$ cat src/rtl/gpio_bank_pkg.sv
package gpio_bank_pkg;

   // Electrical situation of one pin, derived from its two control bits.
   typedef enum logic [1:0] {
      PIN_DRIVE_LOW   = 2'd0,
      PIN_PULLED_HIGH = 2'd1,
      PIN_FLOATING    = 2'd2
   } pin_mode_e;

   function automatic pin_mode_e decode_mode(input logic set_bit, input logic pu_dis);
      if (!set_bit)    return PIN_DRIVE_LOW;
      else if (!pu_dis) return PIN_PULLED_HIGH;
      else              return PIN_FLOATING;
   endfunction

endpackage

$ cat src/rtl/gpio_ctrl_reg.sv
module gpio_ctrl_reg #(
   parameter int unsigned             WIDTH     = 8,
   parameter logic [WIDTH-1:0]        RESET_VAL = '0
) (
   input  logic             clk,
   input  logic             rst_n,
   input  logic             recall,
   input  logic [WIDTH-1:0] recall_val,
   input  logic             wr_hit,
   input  logic [WIDTH-1:0] wr_data,
   output logic [WIDTH-1:0] q
);

   // Recall has priority over a register write in the same cycle.
   always_ff @(posedge clk or negedge rst_n) begin
      if (!rst_n)      q <= RESET_VAL;
      else if (recall) q <= recall_val;
      else if (wr_hit) q <= wr_data;
   end

endmodule

$ cat src/rtl/gpio_sync.sv
module gpio_sync #(
   parameter int unsigned WIDTH  = 4,
   parameter int unsigned STAGES = 2
) (
   input  logic             clk,
   input  logic             rst_n,
   input  logic [WIDTH-1:0] d,
   output logic [WIDTH-1:0] q
);

   generate
      if (STAGES == 0) begin : g_bypass
         assign q = d;
      end else begin : g_chain
         logic [WIDTH-1:0] stage_q [STAGES];
         for (genvar s = 0; s < STAGES; s++) begin : g_stage
            always_ff @(posedge clk or negedge rst_n) begin
               if (!rst_n)      stage_q[s] <= '0;
               else if (s == 0) stage_q[s] <= d;
               else             stage_q[s] <= stage_q[(s == 0) ? 0 : s-1];
            end
         end
         assign q = stage_q[STAGES-1];
      end
   endgenerate

endmodule

$ cat src/rtl/gpio_pad_cell.sv
module gpio_pad_cell
   import gpio_bank_pkg::*;
(
   input  logic set_bit,
   input  logic pu_dis,
   input  logic sensed,
   output logic pad_out,
   output logic pad_oe,
   output logic pad_pu_en,
   output logic state_bit
);

   pin_mode_e mode;

   always_comb begin
      mode      = decode_mode(set_bit, pu_dis);
      pad_out   = 1'b0;
      pad_oe    = (mode == PIN_DRIVE_LOW);
      pad_pu_en = !pu_dis;
      // A driven pin reports its own setting; a released one reports the pad.
      state_bit = (mode == PIN_DRIVE_LOW) ? set_bit : sensed;
   end

endmodule

$ cat src/rtl/gpio_cell_bank.sv
module gpio_cell_bank #(
   parameter int unsigned        NUM_PINS    = 4,
   parameter int unsigned        DATA_W      = 8,
   parameter int unsigned        ADDR_W      = 2,
   parameter int unsigned        CTRL_ADDR   = 0,
   parameter int unsigned        STATE_ADDR  = 1,
   parameter int unsigned        SYNC_STAGES = 2,
   parameter logic [DATA_W-1:0]  RESET_CTRL  = 8'h0F
) (
   input  logic                clk,
   input  logic                rst_n,
   input  logic                recall,
   input  logic [DATA_W-1:0]   recall_val,
   input  logic                wr_en,
   input  logic [ADDR_W-1:0]   wr_addr,
   input  logic [DATA_W-1:0]   wr_data,
   input  logic [ADDR_W-1:0]   rd_addr,
   output logic [DATA_W-1:0]   rd_data,
   output logic [NUM_PINS-1:0] pad_out,
   output logic [NUM_PINS-1:0] pad_oe,
   output logic [NUM_PINS-1:0] pad_pu_en,
   input  logic [NUM_PINS-1:0] pad_in
);

   localparam int unsigned       CTRL_W  = 2 * NUM_PINS;
   localparam logic [ADDR_W-1:0] CTRL_A  = CTRL_ADDR[ADDR_W-1:0];
   localparam logic [ADDR_W-1:0] STATE_A = STATE_ADDR[ADDR_W-1:0];

   generate
      if (NUM_PINS < 1)        begin : g_bad_pins  $error("NUM_PINS must be at least 1"); end
      if (CTRL_W > DATA_W)     begin : g_bad_width $error("DATA_W too narrow for 2*NUM_PINS"); end
      if (CTRL_ADDR == STATE_ADDR) begin : g_bad_map $error("register addresses collide"); end
      if (CTRL_ADDR >= (1 << ADDR_W) || STATE_ADDR >= (1 << ADDR_W))
                                begin : g_bad_addr  $error("address outside ADDR_W"); end
   endgenerate

   logic [CTRL_W-1:0]   ctrl_q;
   logic [NUM_PINS-1:0] sensed;
   logic [NUM_PINS-1:0] state_bits;
   logic                wr_hit;

   assign wr_hit = wr_en && (wr_addr == CTRL_A);

   gpio_ctrl_reg #(
      .WIDTH     (CTRL_W),
      .RESET_VAL (RESET_CTRL[CTRL_W-1:0])
   ) u_ctrl (
      .clk        (clk),
      .rst_n      (rst_n),
      .recall     (recall),
      .recall_val (recall_val[CTRL_W-1:0]),
      .wr_hit     (wr_hit),
      .wr_data    (wr_data[CTRL_W-1:0]),
      .q          (ctrl_q)
   );

   gpio_sync #(
      .WIDTH  (NUM_PINS),
      .STAGES (SYNC_STAGES)
   ) u_sync (
      .clk   (clk),
      .rst_n (rst_n),
      .d     (pad_in),
      .q     (sensed)
   );

   generate
      for (genvar i = 0; i < NUM_PINS; i++) begin : g_pin
         gpio_pad_cell u_cell (
            .set_bit   (ctrl_q[i]),
            .pu_dis    (ctrl_q[NUM_PINS + i]),
            .sensed    (sensed[i]),
            .pad_out   (pad_out[i]),
            .pad_oe    (pad_oe[i]),
            .pad_pu_en (pad_pu_en[i]),
            .state_bit (state_bits[i])
         );
      end
   endgenerate

   always_comb begin
      rd_data = '0;
      if (rd_addr == CTRL_A)       rd_data[CTRL_W-1:0]   = ctrl_q;
      else if (rd_addr == STATE_A) rd_data[NUM_PINS-1:0] = state_bits;
   end

endmodule

$ cat config.mk
export PLATFORM = sky130hd
export DESIGN_NAME = gpio_cell_bank
export DESIGN_NICKNAME = d
export VERILOG_FILES = /design/src/rtl/gpio_bank_pkg.sv /design/src/rtl/gpio_ctrl_reg.sv /design/src/rtl/gpio_sync.sv /design/src/rtl/gpio_pad_cell.sv /design/src/rtl/gpio_cell_bank.sv
export SDC_FILE = /design/constraint.sdc
export NUM_CORES = 1
export LEC_CHECK = 0
export BUFFER_PORTS_ARGS = -buffer_cell sky130_fd_sc_hd__buf_4
export CAP_MARGIN = 20
export CORE_MARGIN = 2
export CORE_UTILIZATION = 34
export DETAILED_ROUTE_END_ITERATION = 12
export GPL_TIMING_DRIVEN = 1
export PLACE_DENSITY_LB_ADDON = 0.2
export SYNTH_ARGS = -nofsm -noshare
export SYNTH_HDL_FRONTEND = slang
export SYNTH_SLANG_ARGS = --single-unit
$ cat constraint.sdc
create_clock -name clk -period 0.8 [get_ports clk]
set_input_delay 0.16 -clock clk [delete_from_list [all_inputs] [get_ports clk]]
set_output_delay 0.16 -clock clk [all_outputs]
set_load 0.005 [all_outputs]
Yosys cells after proc, flatten, opt, wreduce, memory -nomap -nowiden. Index checks and enable logic that the tools add are counted.

ROM bits: 0. Input port bits: 28. Logic and storage cells: 33. RAM bits: 0. Latch bits: 0. Register bits: 16. Memories kept: 0.

Reduce and logical (&&, ||, !) cells: 12. Bitwise operators: 0. Multipliers: 0. Add/subtract/negate cells: 0. Order comparisons: 0. Muxes and demuxes: 17. Equality and inequality tests: 1. Div/mod/pow operators: 0. Shift operators: 0.

Operator list (count): 2-to-1 mux 2 bit (8); 2-to-1 mux 8 bit (2); logical NOT 2 bit (6); 2-to-1 mux 4 bit (3); logical NOT 1 bit (4); 2-to-1 mux 1 bit (4); == test 2 x 1 -> 1 bit, second input constant (1); nonzero test 2 bit (1); logical AND 1 bit (1).

Longest topological paths before layout. Gate-level depths: netlist of the first run.

Depth in word-level cells: 6. Mapped depth: 3. Mapped depth without buffers: 3.

Modules after synthesis. Synthesis of the first run repeated with hierarchy kept, for this count alone.

Cell total of the unflattened synthesis: 81. Area total of the unflattened synthesis: 818.3 µm².

By module, submodules not included: gpio_ctrl_reg (cells an instance 34, seq. area each 205.2 µm², instances 1, area an instance 377.9 µm²); gpio_sync (cells an instance 12, seq. area each 200.2 µm², instances 1, area an instance 230.2 µm²); gpio_cell_bank (cells an instance 15, seq. area each 0.0 µm², instances 1, area an instance 110.1 µm²); gpio_pad_cell (cells an instance 5, seq. area each 0.0 µm², instances 4, area an instance 25.0 µm²).

Worst setup path before layout of the first run. Ideal clock, no wire load.

Path kind: reg-to-output. Start: reg u_ctrl.q[0]. End: out rd_data[0]. Arrival time: 781 ps. Stages on the path, launching flop included: 3. Path slack: -141 ps. Cells stage by stage: dfstp_2 inv_1 a211oi_1.

Cells in the longest elaborated chain, start to end: 5.

RTL lines: start, declared (line gpio_ctrl_reg.sv:11) `output logic [WIDTH-1:0] q`; start signal, assigned (line gpio_ctrl_reg.sv:17) `else if (recall) q <= recall_val;`; start signal, assigned (line gpio_ctrl_reg.sv:18) `else if (wr_hit) q <= wr_data;`; 2-to-1 mux 2 bit (line gpio_bank_pkg.sv:11) `if (!set_bit) return PIN_DRIVE_LOW;`; logical NOT 2 bit; named net g_pin[0].u_cell.pad_oe (line gpio_pad_cell.sv:8) `output logic pad_oe,`; 2-to-1 mux 1 bit (line gpio_pad_cell.sv:21) `state_bit = (mode == PIN_DRIVE_LOW) ? set_bit : sensed;`; 2-to-1 mux 4 bit (line gpio_cell_bank.sv:84) `else if (rd_addr == STATE_A) rd_data[NUM_PINS-1:0] = state_bits;`; 2-to-1 mux 4 bit (line gpio_cell_bank.sv:83) `if (rd_addr == CTRL_A) rd_data[CTRL_W-1:0] = ctrl_q;`; end, declared (line gpio_cell_bank.sv:18) `output logic [DATA_W-1:0] rd_data,`.

The timed path passes the listed nets, and every way through them passes these cells.

Worst setup path in the final report of the first run.
Start: reg u_ctrl.q[2]. End: out rd_data[2].

Cells in the longest elaborated chain, start to end: 5.

RTL lines (line): 2-to-1 mux 2 bit (gpio_bank_pkg.sv:11); logical NOT 2 bit (gpio_pad_cell.sv:21); 2-to-1 mux 1 bit (gpio_pad_cell.sv:21); 2-to-1 mux 4 bit (gpio_cell_bank.sv:84); 2-to-1 mux 4 bit * (gpio_cell_bank.sv:83).

Mark *: on every way between the ends. The rest lies on a longest branch, timed or not.

==> summary.md, run 1 <==
| Metric | Value |
|---|---|
| Post-Place Cells | `138` |
| Crit path max fanout | `3` |
| DRT iter0 DRCs | `5` |
| Leakage | `0.713 nW` |
| Die height | `52.4 µm` |
| WHS | `0.161 ns` |
| Fraction of layout cells with a size suffix above 1 | `68.3%` |
| Number of distinct library cells after synthesis | `13` |
| Synth Instances | `70` |
| Fin. Hold Viols | `0` |
| Cell Area, Synth | `796 µm²` |
| Mapped Avg Cell Area | `11.4 µm²` |
| Final cell count without fillers | `154` |
| TritonCTS clock tree | `yes` |
| Final Skew | `0.00783 ns` |
| Number of max-slew violations in the final report | `0` |
| Insertion delay to the later sink of the worst-skew pair | `0.28 ns` |
| Crit path launch type | `register` |
| Vias in the first global route | `702` |
| Clk buf depth | `2` |
| Yosys top cell area share | `37.7%` |
| Setup slack after layout | `-0.518 ns` |
| DP Area | `1160 µm²` |
| Failing checks | `negative setup slack` |
| CTS buffer count | `3` |
| Peak VDD IR | `1.36 mV` |
| Seq cells post-synth | `16` |
| Fin nets | `155` |
| Port Buf Inserts | `43` |
| Total gr overflow | `0` |
| P&R area growth vs syn | `73.6%` |
| H-tree Lvls | `1` |
| Chip Width | `52.4 µm` |
| Post-route setup TNS | `-6.17 ns` |
| WP data required | `0.64 ns` |
| Clock sinks | `16` |
| Post-Route WL | `1810 µm` |
| Top cells by area, synth | `dfrtp_1 (38%), mux2i_1 (20%), dfstp_2 (13%)` |
| DIE AREA | `2740 µm²` |
| CP arrival | `1.16 ns` |
| DRC violations left | `0` |
| Ys Warns | `0` |
| Vias per inst | `4.33` |
| Initial antenna violation count | `0` |
| Final Wtd Congestion | `0.670` |
| Row cnt | `17` |
| Max-cap violations | `0` |
| Antenna cell count | `0` |
| Crit path kind | `reg2out` |
| FF+latch area | `405 µm²` |
| Power Total | `0.00218 W` |
| Routed length per placed instance | `11.7 µm` |
| F_max | `759 MHz` |
| Vias | `667` |
| Core area | `2210 µm²` |
| Multi-input logic area | `292 µm²` |
| Final setup viols | `21` |
| RSZ-0062 raised after global routing | `true` |
| First-pass GRT wire length | `3000 µm` |
| Final Cycle Share | `165%` |
| CTS root buf | `clkbuf_4` |
| Class of the worst hold path | `in2reg` |
| FILL cells | `188` |
| CP Capture Type | `primary output` |
| ANT nets after route | `0` |
| Largest net degree at the start of global routing | `17` |
| Status | `complete, but fails checks` |
| Power Dens Cells | `1580 nW/µm²` |
| First drt pass iteration count | `4` |
| Total track usage | `15.1%` |
| Hpwl dp | `1280 µm` |
| Clock slew seen by the registers of the worst setup and hold paths | `0.10 ns` |
| Area leader, netlist | `dfrtp_1` |
| # IOs | `48` |
| Initial Util | `36.0%` |
| Final instance area | `1380 µm²` |
| Sequential-to-total area share from yosys stat | `50.9%` |
| Post-route minimum period | `1.32 ns` |
-- through the flow --
| step | setup WS [ns] | utilization [%] |
|---|---|---|
| 4_1_cts | -0.521 | 60.9 |
| 6_report | -0.518 | 62.4 |
| 5_1_grt | -0.574 | 62.4 |
| 2_1_floorplan | -0.0493 | - |
| 3_5_place_dp | -0.186 | 52.3 |
| 3_3_place_gp | -0.179 | 52.3 |
-- kinds of logic after synthesis --
kind of cell	count (synthesis)	share of synthesized area [%]
buffers and inverters	27	19.3
muxes	16	20.1
DFF	16	50.9
AOI/OAI and AO/OA	5	5.82
and+or+nand+nor	5	3.30
other	1	0.471
-- synth_stat cells --
cell / instances
dfrtp_1: 12
buf_4: 12
a211oi_1: 4
mux2i_1: 16
buf_6: 1
nor3_1: 4
nor2_2: 1
clkbuf_1: 1
conb_1: 1
a21oi_4: 1
dfstp_2: 4
buf_1: 1
inv_1: 12
-- what timing repair did --
item                                   CTS  global route
pin swaps                                1             0
setup endpoints to repair               19            21
hold buffers                             5             0
endpoints found under the hold margin   20             0
buffers inserted                         5             3
gates resized for setup                 21             5
-- worst paths after layout --
path,startpoint,end,slack [ns],depth (start not counted)
setup / recovery,u_ctrl.q[2],rd_data[2],-0.52,3
hold / removal,wr_data[4],u_ctrl.q[4],0.16,3
setup reg to reg,u_ctrl.q[3],u_ctrl.q[3],-0.21,4
hold reg to reg,u_sync.g_chain.stage_q[4],u_sync.q[0],0.36,0
max in group asynchronous,rst_n,u_ctrl.q[1],0.28,2
min in group asynchronous,rst_n,u_sync.q[0],0.26,2
-- worst max-delay path: stages, from the launching register on --
cell and delay, ns:
dfstp_2 0.54, inv_2 0.05, a211oi_2 0.15, buf_4 0.14
-- cell type report --
class,instances,share of cell area [%]
multi-input combinational,30,21.1
clock buffer,4,2.63
timing repair buffer,64,40.9
tap,28,2.54
inverter,12,3.44
sequential,16,29.3
-- power breakdown --
group          internal, W  total (W)  switching, W  leakage (nW)
Combinational     0.000463   0.000725      0.000262         0.510
Sequential        0.000901   0.000932     0.0000311         0.182
Clock             0.000277   0.000525      0.000248        0.0210
Total              0.00164    0.00218      0.000541         0.713
-- sequential cells by signal, indices dropped and copies added, names as in the netlist --
signal,flops
u_sync.q,4
u_sync.g_chain.stage_q,4
u_ctrl.q,8
-- layer usage --
metal / track usage, % / share of wire (%) / wire length [µm]
met1: 17.0 / 38 / 692
met2: 27.7 / 56 / 1020
met3: 2.29 / 5.0 / 90
met4: 6.41 / 0.44 / 8
met5: 0 / 0 / 0
-- cells in the final DEF (no fill, tap or decap), types with 3 or more instances in the layout --
cell type / instances
dfstp_2: 4
dfrtp_1: 12
inv_2: 7
dlygate4sd3_1: 5
a211oi_2: 4
mux2i_1: 15
inv_1: 4
clkbuf_4: 3
nor3_2: 4
buf_6: 16
buf_4: 42
conb_1: 4
Power figures use the tool's default switching activity.
==> run 2, diff against run 1 <==
Settings changed: PLACE_DENSITY_LB_ADDON 0.2 to 0.12, SLEW_MARGIN set to 25.
==> run 2 against run 1 <==
- the flow still finishes with violations (negative setup slack)
- sequential share of layout area rose by 0.85 points
- clock skew barely moved
- fmax rose by 1.1%
- flip-flop and latch count did not move
- global-route usage fell by 0.92 points
- register-to-register slack improved by 0.12 ns
- sequential power fell by 0.5%
==> summary.md, run 2 (synthesis gave the netlist of run 1 again) <==
| Metric | Value |
|---|---|
| # IOs | `48 (unchanged)` |
| Core area | `2210 µm² (unchanged)` |
| Critical Path, Cell by Cell | `inv_2 -> a211oi_2 -> buf_4 (unchanged)` |
| Port Buf Inserts | `43 (unchanged)` |
| Final setup viols | `20 (was 21)` |
| Antenna cell count | `0 (unchanged)` |
| Post-Route WL | `1730 µm (was 1810 µm)` |
| Insertion delay to the later sink of the worst-skew pair | `0.28 ns (about the same)` |
| Setup slack after layout | `-0.503 ns (was -0.518 ns)` |
| WP data required | `0.64 ns (about the same)` |
| Total gr overflow | `0 (unchanged)` |
| CP bufs+invs | `2 (unchanged)` |
| ANT nets after route | `0 (unchanged)` |
| Biggest regs | `u_ctrl.q: 8 flops, u_sync.g_chain.stage_q: 4 flops, u_sync.q: 4 flops (unchanged)` |
| Leakage | `0.694 nW (was 0.713 nW)` |
| Fin. Hold Viols | `0 (unchanged)` |
| Post-route minimum period | `1.30 ns (was 1.32 ns)` |
| CP Capture Type | `primary output (unchanged)` |
| DP Area | `1160 µm² (about the same)` |
| Final instance area | `1340 µm² (was 1380 µm²)` |
| Most flops, register | `u_ctrl.q (unchanged)` |
| Number of max-slew violations in the final report | `0 (unchanged)` |
| Clock sinks | `16 (unchanged)` |
| Final Cycle Share | `163% (was 165%)` |
| Most frequent cells in the layout | `buf_4 (39), mux2i_1 (16), buf_6 (16), dfrtp_1 (12), inv_2 (8) (was buf_4 (42), buf_6 (16), mux2i_1 (15), dfrtp_1 (12), inv_2 (7))` |
| H-tree Lvls | `1 (unchanged)` |
| Status | `complete, but fails checks (unchanged)` |
| RSZ-0062 raised after global routing | `true (unchanged)` |
| DRC violations left | `0 (unchanged)` |
| Max-cap violations | `0 (unchanged)` |
| Peak VDD IR | `1.06 mV (was 1.36 mV)` |
| Initial Util | `36.0% (unchanged)` |
| First-pass GRT wire length | `2760 µm (was 3000 µm)` |
| Routed length per placed instance | `11.4 µm (was 11.7 µm)` |
| Vias in the first global route | `648 (was 702)` |
| TritonCTS clock tree | `yes (unchanged)` |
| Post-route setup TNS | `-5.81 ns (was -6.17 ns)` |
| Fraction of layout cells with a size suffix above 1 | `65.9% (was 68.3%)` |
| Vias per inst | `4.33 (about the same)` |
| Largest net degree at the start of global routing | `17 (unchanged)` |
| Multi-input logic area | `288 µm² (was 292 µm²)` |
| CP top delay family | `flip-flops (unchanged)` |
| F_max | `767 MHz (was 759 MHz)` |
| Fin nets | `152 (was 155)` |
| Crit path max fanout | `3 (unchanged)` |
| Power Dens Cells | `1520 nW/µm² (was 1580 nW/µm²)` |
| DIE AREA | `2740 µm² (unchanged)` |
| Final Wtd Congestion | `0.611 (was 0.670)` |
| Die height | `52.4 µm (unchanged)` |
| Clk buf depth | `2 (unchanged)` |
| Row cnt | `17 (unchanged)` |
| Failing checks | `negative setup slack (unchanged)` |
| Hpwl dp | `1250 µm (was 1280 µm)` |
| P&R area growth vs syn | `68.7% (was 73.6%)` |
| Total track usage | `14.1% (was 15.1%)` |
| Crit path kind | `reg2out (unchanged)` |
| Power Total | `0.00204 W (was 0.00218 W)` |
| Initial antenna violation count | `0 (unchanged)` |
| First drt pass iteration count | `1 (was 4)` |
| CTS buffer count | `3 (unchanged)` |
| Vias | `654 (was 667)` |
| Commonest non-fill, non-tap cell in the layout | `buf_4 (unchanged)` |
| Chip Width | `52.4 µm (unchanged)` |
| CP max-delay cell | `dfstp_2 (unchanged)` |
| Max reg flops | `8 (unchanged)` |
| Final Skew | `0.00820 ns (was 0.00783 ns)` |
| Class of the worst hold path | `in2reg (unchanged)` |
| WHS | `0.158 ns (was 0.161 ns)` |
| FF+latch area | `405 µm² (unchanged)` |
| Clock slew seen by the registers of the worst setup and hold paths | `0.09 ns (was 0.10 ns)` |
| CP arrival | `1.14 ns (was 1.16 ns)` |
| CP max stage delay | `0.53 ns (was 0.54 ns)` |
| FILL cells | `204 (was 188)` |
| Crit path launch type | `register (unchanged)` |
| DRT iter0 DRCs | `0 (was 5)` |
| CTS root buf | `clkbuf_4 (unchanged)` |
run 2: area by class of cell:
type | count | area share [%]
tap | 28 | 2.61
timing repair buffer | 61 | 40.4
clock buffer | 4 | 1.96
multi-input combinational | 30 | 21.4
inverter | 12 | 3.36
sequential | 16 | 30.2
run 2: path summary, 6_finish.rpt:
kind,startpoint,endpoint,slack (ns),cells past startpoint
min,wr_data[4],u_ctrl.q[4],0.16,3
min reg2reg,u_sync.g_chain.stage_q[7],u_sync.q[3],0.35,0
max,u_ctrl.q[3],rd_data[3],-0.50,3
max reg2reg,u_ctrl.q[0],u_ctrl.q[0],-0.09,3
max in group asynchronous,rst_n,u_ctrl.q[2],0.28,2
min in group asynchronous,rst_n,u_ctrl.q[6],0.27,2
run 2: metrics by stage:
stage | utilization [%] | instances | setup WS, ns
after floorplan | - | 73 | -0.0493
after global placement | 52.6 | 139 | -0.184
after detailed placement | 52.6 | 139 | -0.188
after CTS | 60.8 | 153 | -0.504
after global routing | 60.7 | 151 | -0.562
final | 60.7 | 151 | -0.503
run 2: worst reg2reg max path, cell delays in order, from the launching register on:
cell and delay, ns:
dfstp_2 0.53, inv_2 0.05, buf_6 0.10, mux2i_1 0.13
run 2: timing repair:
item	4_1_cts	5_1_grt
endpoints found under the setup margin	20	21
setup buffers	6	1
hold buffers	5	0
pin swaps	1	0
gates resized for setup	21	5
endpoints found under the hold margin	20	0
cloned	0	0
run 2: metal layers:
metal | vias to the layer above | routed length, µm | track usage, %
li1 | 314 | - | -
met1 | 310 | 662 | 16.0
met2 | 28 | 949 | 25.0
met3 | 2 | 105 | 2.29
met4 | 0 | 8 | 7.69
met5 | - | 0 | 0
run 2: power by group:
group	leakage, nW	internal (W)	switching [W]
clock	0.0150	0.000193	0.000229
sequential	0.182	0.000900	0.0000268
combinational	0.497	0.000435	0.000254
total	0.694	0.00153	0.000509
==> run 3, diff against run 2 <==
Settings changed: RECOVER_POWER set to 25, SYNTH_HIERARCHICAL set to 1.
==> run 3 against run 2 <==
- flip-flop and latch count is the same
- the flow still finishes with violations (negative setup slack)
- clock power up 24%
- highest routed layer unchanged
- cell area decreased by 1.4%
- clock-buffer cell count unchanged
- hold slack got worse by 0.070 ns
==> summary.md, run 3 <==
| Metric | Value |
|---|---|
| Critical Path, Cell by Cell | `and2_1 -> mux2i_1 -> nor2_1 -> buf_4 (was inv_2 -> a211oi_2 -> buf_4)` |
| Comb pwr share | `26.9% (was 33.8%)` |
| WP data required | `0.64 ns (about the same)` |
| # IOs | `48 (unchanged)` |
| Final setup viols | `22 (was 20)` |
| Ys Warns | `6 (was 0)` |
| Post-route minimum period | `1.38 ns (was 1.30 ns)` |
| CP max stage delay | `0.55 ns (was 0.53 ns)` |
| Final Skew | `0.00132 ns (was 0.00820 ns)` |
| Port Buf Inserts | `43 (unchanged)` |
| DP Area | `1140 µm² (was 1160 µm²)` |
| DRT iter0 DRCs | `6 (was 0)` |
| Clock sinks | `16 (unchanged)` |
| CTS root buf | `clkbuf_4 (unchanged)` |
| Vias per inst | `4.27 (was 4.33)` |
| Crit path capture | `rd_data[1] (was rd_data[3])` |
| Power Dens Cells | `1490 nW/µm² (was 1520 nW/µm²)` |
| CTS buffer count | `3 (unchanged)` |
| Switching power | `0.000466 W (was 0.000509 W)` |
| Setup slack after layout | `-0.584 ns (was -0.503 ns)` |
| RSZ-0062 raised after global routing | `true (unchanged)` |
| Flop pwr share | `46.5% (was 45.5%)` |
| Crit path kind | `reg2out (unchanged)` |
| Final Cycle Share | `173% (was 163%)` |
| First drt pass iteration count | `4 (was 1)` |
| Largest net degree at the start of global routing | `17 (unchanged)` |
| Crit path launch type | `register (unchanged)` |
| ANT nets after route | `0 (unchanged)` |
| Yosys top cell area share | `36.7% (was 37.7%)` |
| Finished Core Util | `58.7% (was 60.7%)` |
| Number of distinct library cells after synthesis | `13 (unchanged)` |
| Row cnt | `17 (unchanged)` |
| Cell Area, Synth | `818 µm² (was 796 µm²)` |
| Commonest non-fill, non-tap cell in the layout | `buf_4 (unchanged)` |
| Total track usage | `13.5% (was 14.1%)` |
| Reg2reg end | `u_ctrl/q[1] (was u_ctrl.q[0])` |
| Worst setup path start | `u_ctrl/q[1] (was u_ctrl.q[3])` |
| Pint | `0.00151 W (was 0.00153 W)` |
| Syn_nets | `109` |
| Routed length per placed instance | `10.1 µm (was 11.4 µm)` |
| Vias | `687 (was 654)` |
| Fin nets | `162 (was 152)` |
| R2R setup slack | `-0.19 ns (was -0.09 ns)` |
| Antenna cell count | `0 (unchanged)` |
| Seq cells post-synth | `16 (unchanged)` |
| Failing checks | `negative setup slack (unchanged)` |
| Area leader, netlist | `dfrtp_1 (unchanged)` |
| Final Wtd Congestion | `0.636 (was 0.611)` |
| Chip Width | `53.1 µm (was 52.4 µm)` |
| Class of the worst hold path | `in2reg (unchanged)` |
| P&R area growth vs syn | `61.8% (was 68.7%)` |
| Post-synth EDFFs | `0 (unchanged)` |
| Status | `complete, but fails checks (unchanged)` |
| Number of max-slew violations in the final report | `0 (unchanged)` |
| Fraction of layout cells with a size suffix above 1 | `51.9% (was 65.9%)` |
| CP Capture Type | `primary output (unchanged)` |
| Top cells by area, synth | `dfrtp_1 (37%), mux2i_1 (15%), dfstp_2 (13%) (was dfrtp_1 (38%), mux2i_1 (20%), dfstp_2 (13%))` |
| Fin. Hold Viols | `0 (unchanged)` |
| DRC violations left | `0 (unchanged)` |
| CP max-delay cell | `dfstp_2 (unchanged)` |
| Initial antenna violation count | `0 (unchanged)` |
| Insertion delay to the later sink of the worst-skew pair | `0.28 ns (about the same)` |
| TritonCTS clock tree | `yes (unchanged)` |
| Post-Place Cells | `146 (was 139)` |
| Clock power share | `26.6% (was 20.7%)` |
| Total gr overflow | `0 (unchanged)` |
| Final cell count without fillers | `161 (was 151)` |
| Die height | `53.1 µm (was 52.4 µm)` |
| Primary FF master, synth | `dfrtp_1 (unchanged)` |
| Worst hold stages | `3 (unchanged)` |
| Peak VDD IR | `0.998 mV (was 1.06 mV)` |
| Worst r2r path cells | `4 (was 3)` |
| Sequential-to-total area share from yosys stat | `49.5% (was 50.9%)` |
| DIE AREA | `2820 µm² (was 2740 µm²)` |
| Vias in the first global route | `650 (was 648)` |
| Worst r2r src | `u_ctrl/q[1] (was u_ctrl.q[0])` |
| Max reg flops | `8 (unchanged)` |
| Fraction of registers with async set/reset | `100% (unchanged)` |
| WHS | `0.0878 ns (was 0.158 ns)` |
| CP arrival | `1.22 ns (was 1.14 ns)` |
| Leakage | `0.665 nW (was 0.694 nW)` |
| Max-cap violations | `0 (unchanged)` |
| Sw frac | `23.6% (was 25.0%)` |
| Biggest regs | `u_ctrl/q: 8 flops, u_sync/g_chain.stage_q: 4 flops, u_sync/q: 4 flops (was u_ctrl.q: 8 flops, u_sync.g_chain.stage_q: 4 flops, u_sync.q: 4 flops)` |
| H-tree Lvls | `1 (unchanged)` |
| Final instance area | `1320 µm² (was 1340 µm²)` |
| F_max | `723 MHz (was 767 MHz)` |
| Initial Util | `36.3% (was 36.0%)` |
| Most flops, register | `u_ctrl/q (was u_ctrl.q)` |
| Post-Route WL | `1630 µm (was 1730 µm)` |
| Core area | `2250 µm² (was 2210 µm²)` |
| First-pass GRT wire length | `2740 µm (was 2760 µm)` |
| Most frequent cells in the layout | `buf_4 (39), buf_6 (13), mux2i_1 (12), dfrtp_1 (12) (was buf_4 (39), mux2i_1 (16), buf_6 (16), dfrtp_1 (12), inv_2 (8))` |
| Clk buf depth | `2 (unchanged)` |
| Mapped Avg Cell Area | `10.1 µm² (was 11.4 µm²)` |
| Crit path max fanout | `3 (unchanged)` |
| Hpwl dp | `1210 µm (was 1250 µm)` |
| Synth Instances | `81 (was 70)` |
| Synth top cells by count | `dfrtp_1 (12), mux2i_1 (12) (was mux2i_1 (16), buf_4 (12), dfrtp_1 (12), inv_1 (12))` |
| Clock slew seen by the registers of the worst setup and hold paths | `0.09 ns (about the same)` |
-- run 3: cell count changes in the layout (fill, tap and decap cells not counted), moves of 3 or more --
cell	change
mux2i_1	-4
nor3_2	-4
nand2_1	+8
buf_6	-3
and2_1	+7
inv_2	-4
o21ai_1	+8
nor2_1	+4
a211oi_2	-4
-- run 3: stage by stage --
step | power (W) | TNS, ns | setup slack, ns
floorplan | 0.00111 | -0.864 | -0.154
global placement | 0.00135 | -3.52 | -0.268
detailed placement | 0.00135 | -3.62 | -0.270
CTS | 0.00195 | -6.82 | -0.597
global route | 0.00210 | -8.30 | -0.681
finish | 0.00197 | -6.93 | -0.584
-- run 3: layer usage --
| layer | track usage [%] | wire (µm) | vias up |
|---|---|---|---|
| met4 | 7.69 | 10 | 0 |
| met5 | 0 | 0 | - |
| li1 | - | - | 348 |
| met2 | 22.1 | 825 | 29 |
| met1 | 16.9 | 661 | 308 |
| met3 | 1.98 | 132 | 2 |
-- run 3: kinds of logic (layout without fill, tap and decap cells) --
logic type	Yosys count	in the layout	synth area share, %
other	4	4	1.83
AO/OA/AOI/OAI	8	8	4.89
multiplexers	12	12	14.7
buffers and inverters	19	71	15.1
flip-flops	16	16	49.5
AND/OR/NAND/NOR	22	22	13.9
-- run 3: how the worst min path moves through the flow --
stage                  startpoint                   endpoint
floorplan                   rst_n                u_ctrl/q[4]
global placement            rst_n  u_sync/g_chain.stage_q[6]
detailed placement          rst_n  u_sync/g_chain.stage_q[6]
CTS                 recall_val[5]                u_ctrl/q[5]
global route        recall_val[0]                u_ctrl/q[0]
finish              recall_val[6]                u_ctrl/q[6]
-- run 3: power by group through the flow --
| stage | logic, W | registers [W] | clock network, W |
|---|---|---|---|
| 5_1_grt | 0.000590 | 0.000926 | 0.000587 |
| 3_3_place_gp | 0.000422 | 0.000927 | 0 |
| 6_report | 0.000530 | 0.000917 | 0.000525 |
| 3_5_place_dp | 0.000426 | 0.000929 | 0 |
| 2_1_floorplan | 0.000188 | 0.000925 | 0 |
| 4_1_cts | 0.000488 | 0.000915 | 0.000549 |
-- run 3: worst max-delay path, delay by kind of cell, from the launching register on --
| family | cells | cell delay, ns |
|---|---|---|
| buffers and inverters | 1 | 0.12 |
| multiplexers | 1 | 0.06 |
| flip-flops | 1 | 0.55 |
| AND/OR/NAND/NOR | 2 | 0.21 |
-- run 3: timing repair --
action | 4_1_cts | 5_1_grt
setup endpoints to repair | 20 | 23
endpoints found under the hold margin | 20 | 0
resized for setup | 7 | 13
hold buffers | 5 | 0
pin swaps | 0 | 5
setup buffers | 3 | 8
-- run 3: area by class of cell --
class / count / area (µm²)
fill: 214 / 931
timing repair buffer: 59 / 514
sequential: 16 / 405
multi-input combinational: 46 / 303
clock buffer: 4 / 36.3
tap: 28 / 35.0
inverter: 8 / 30.0
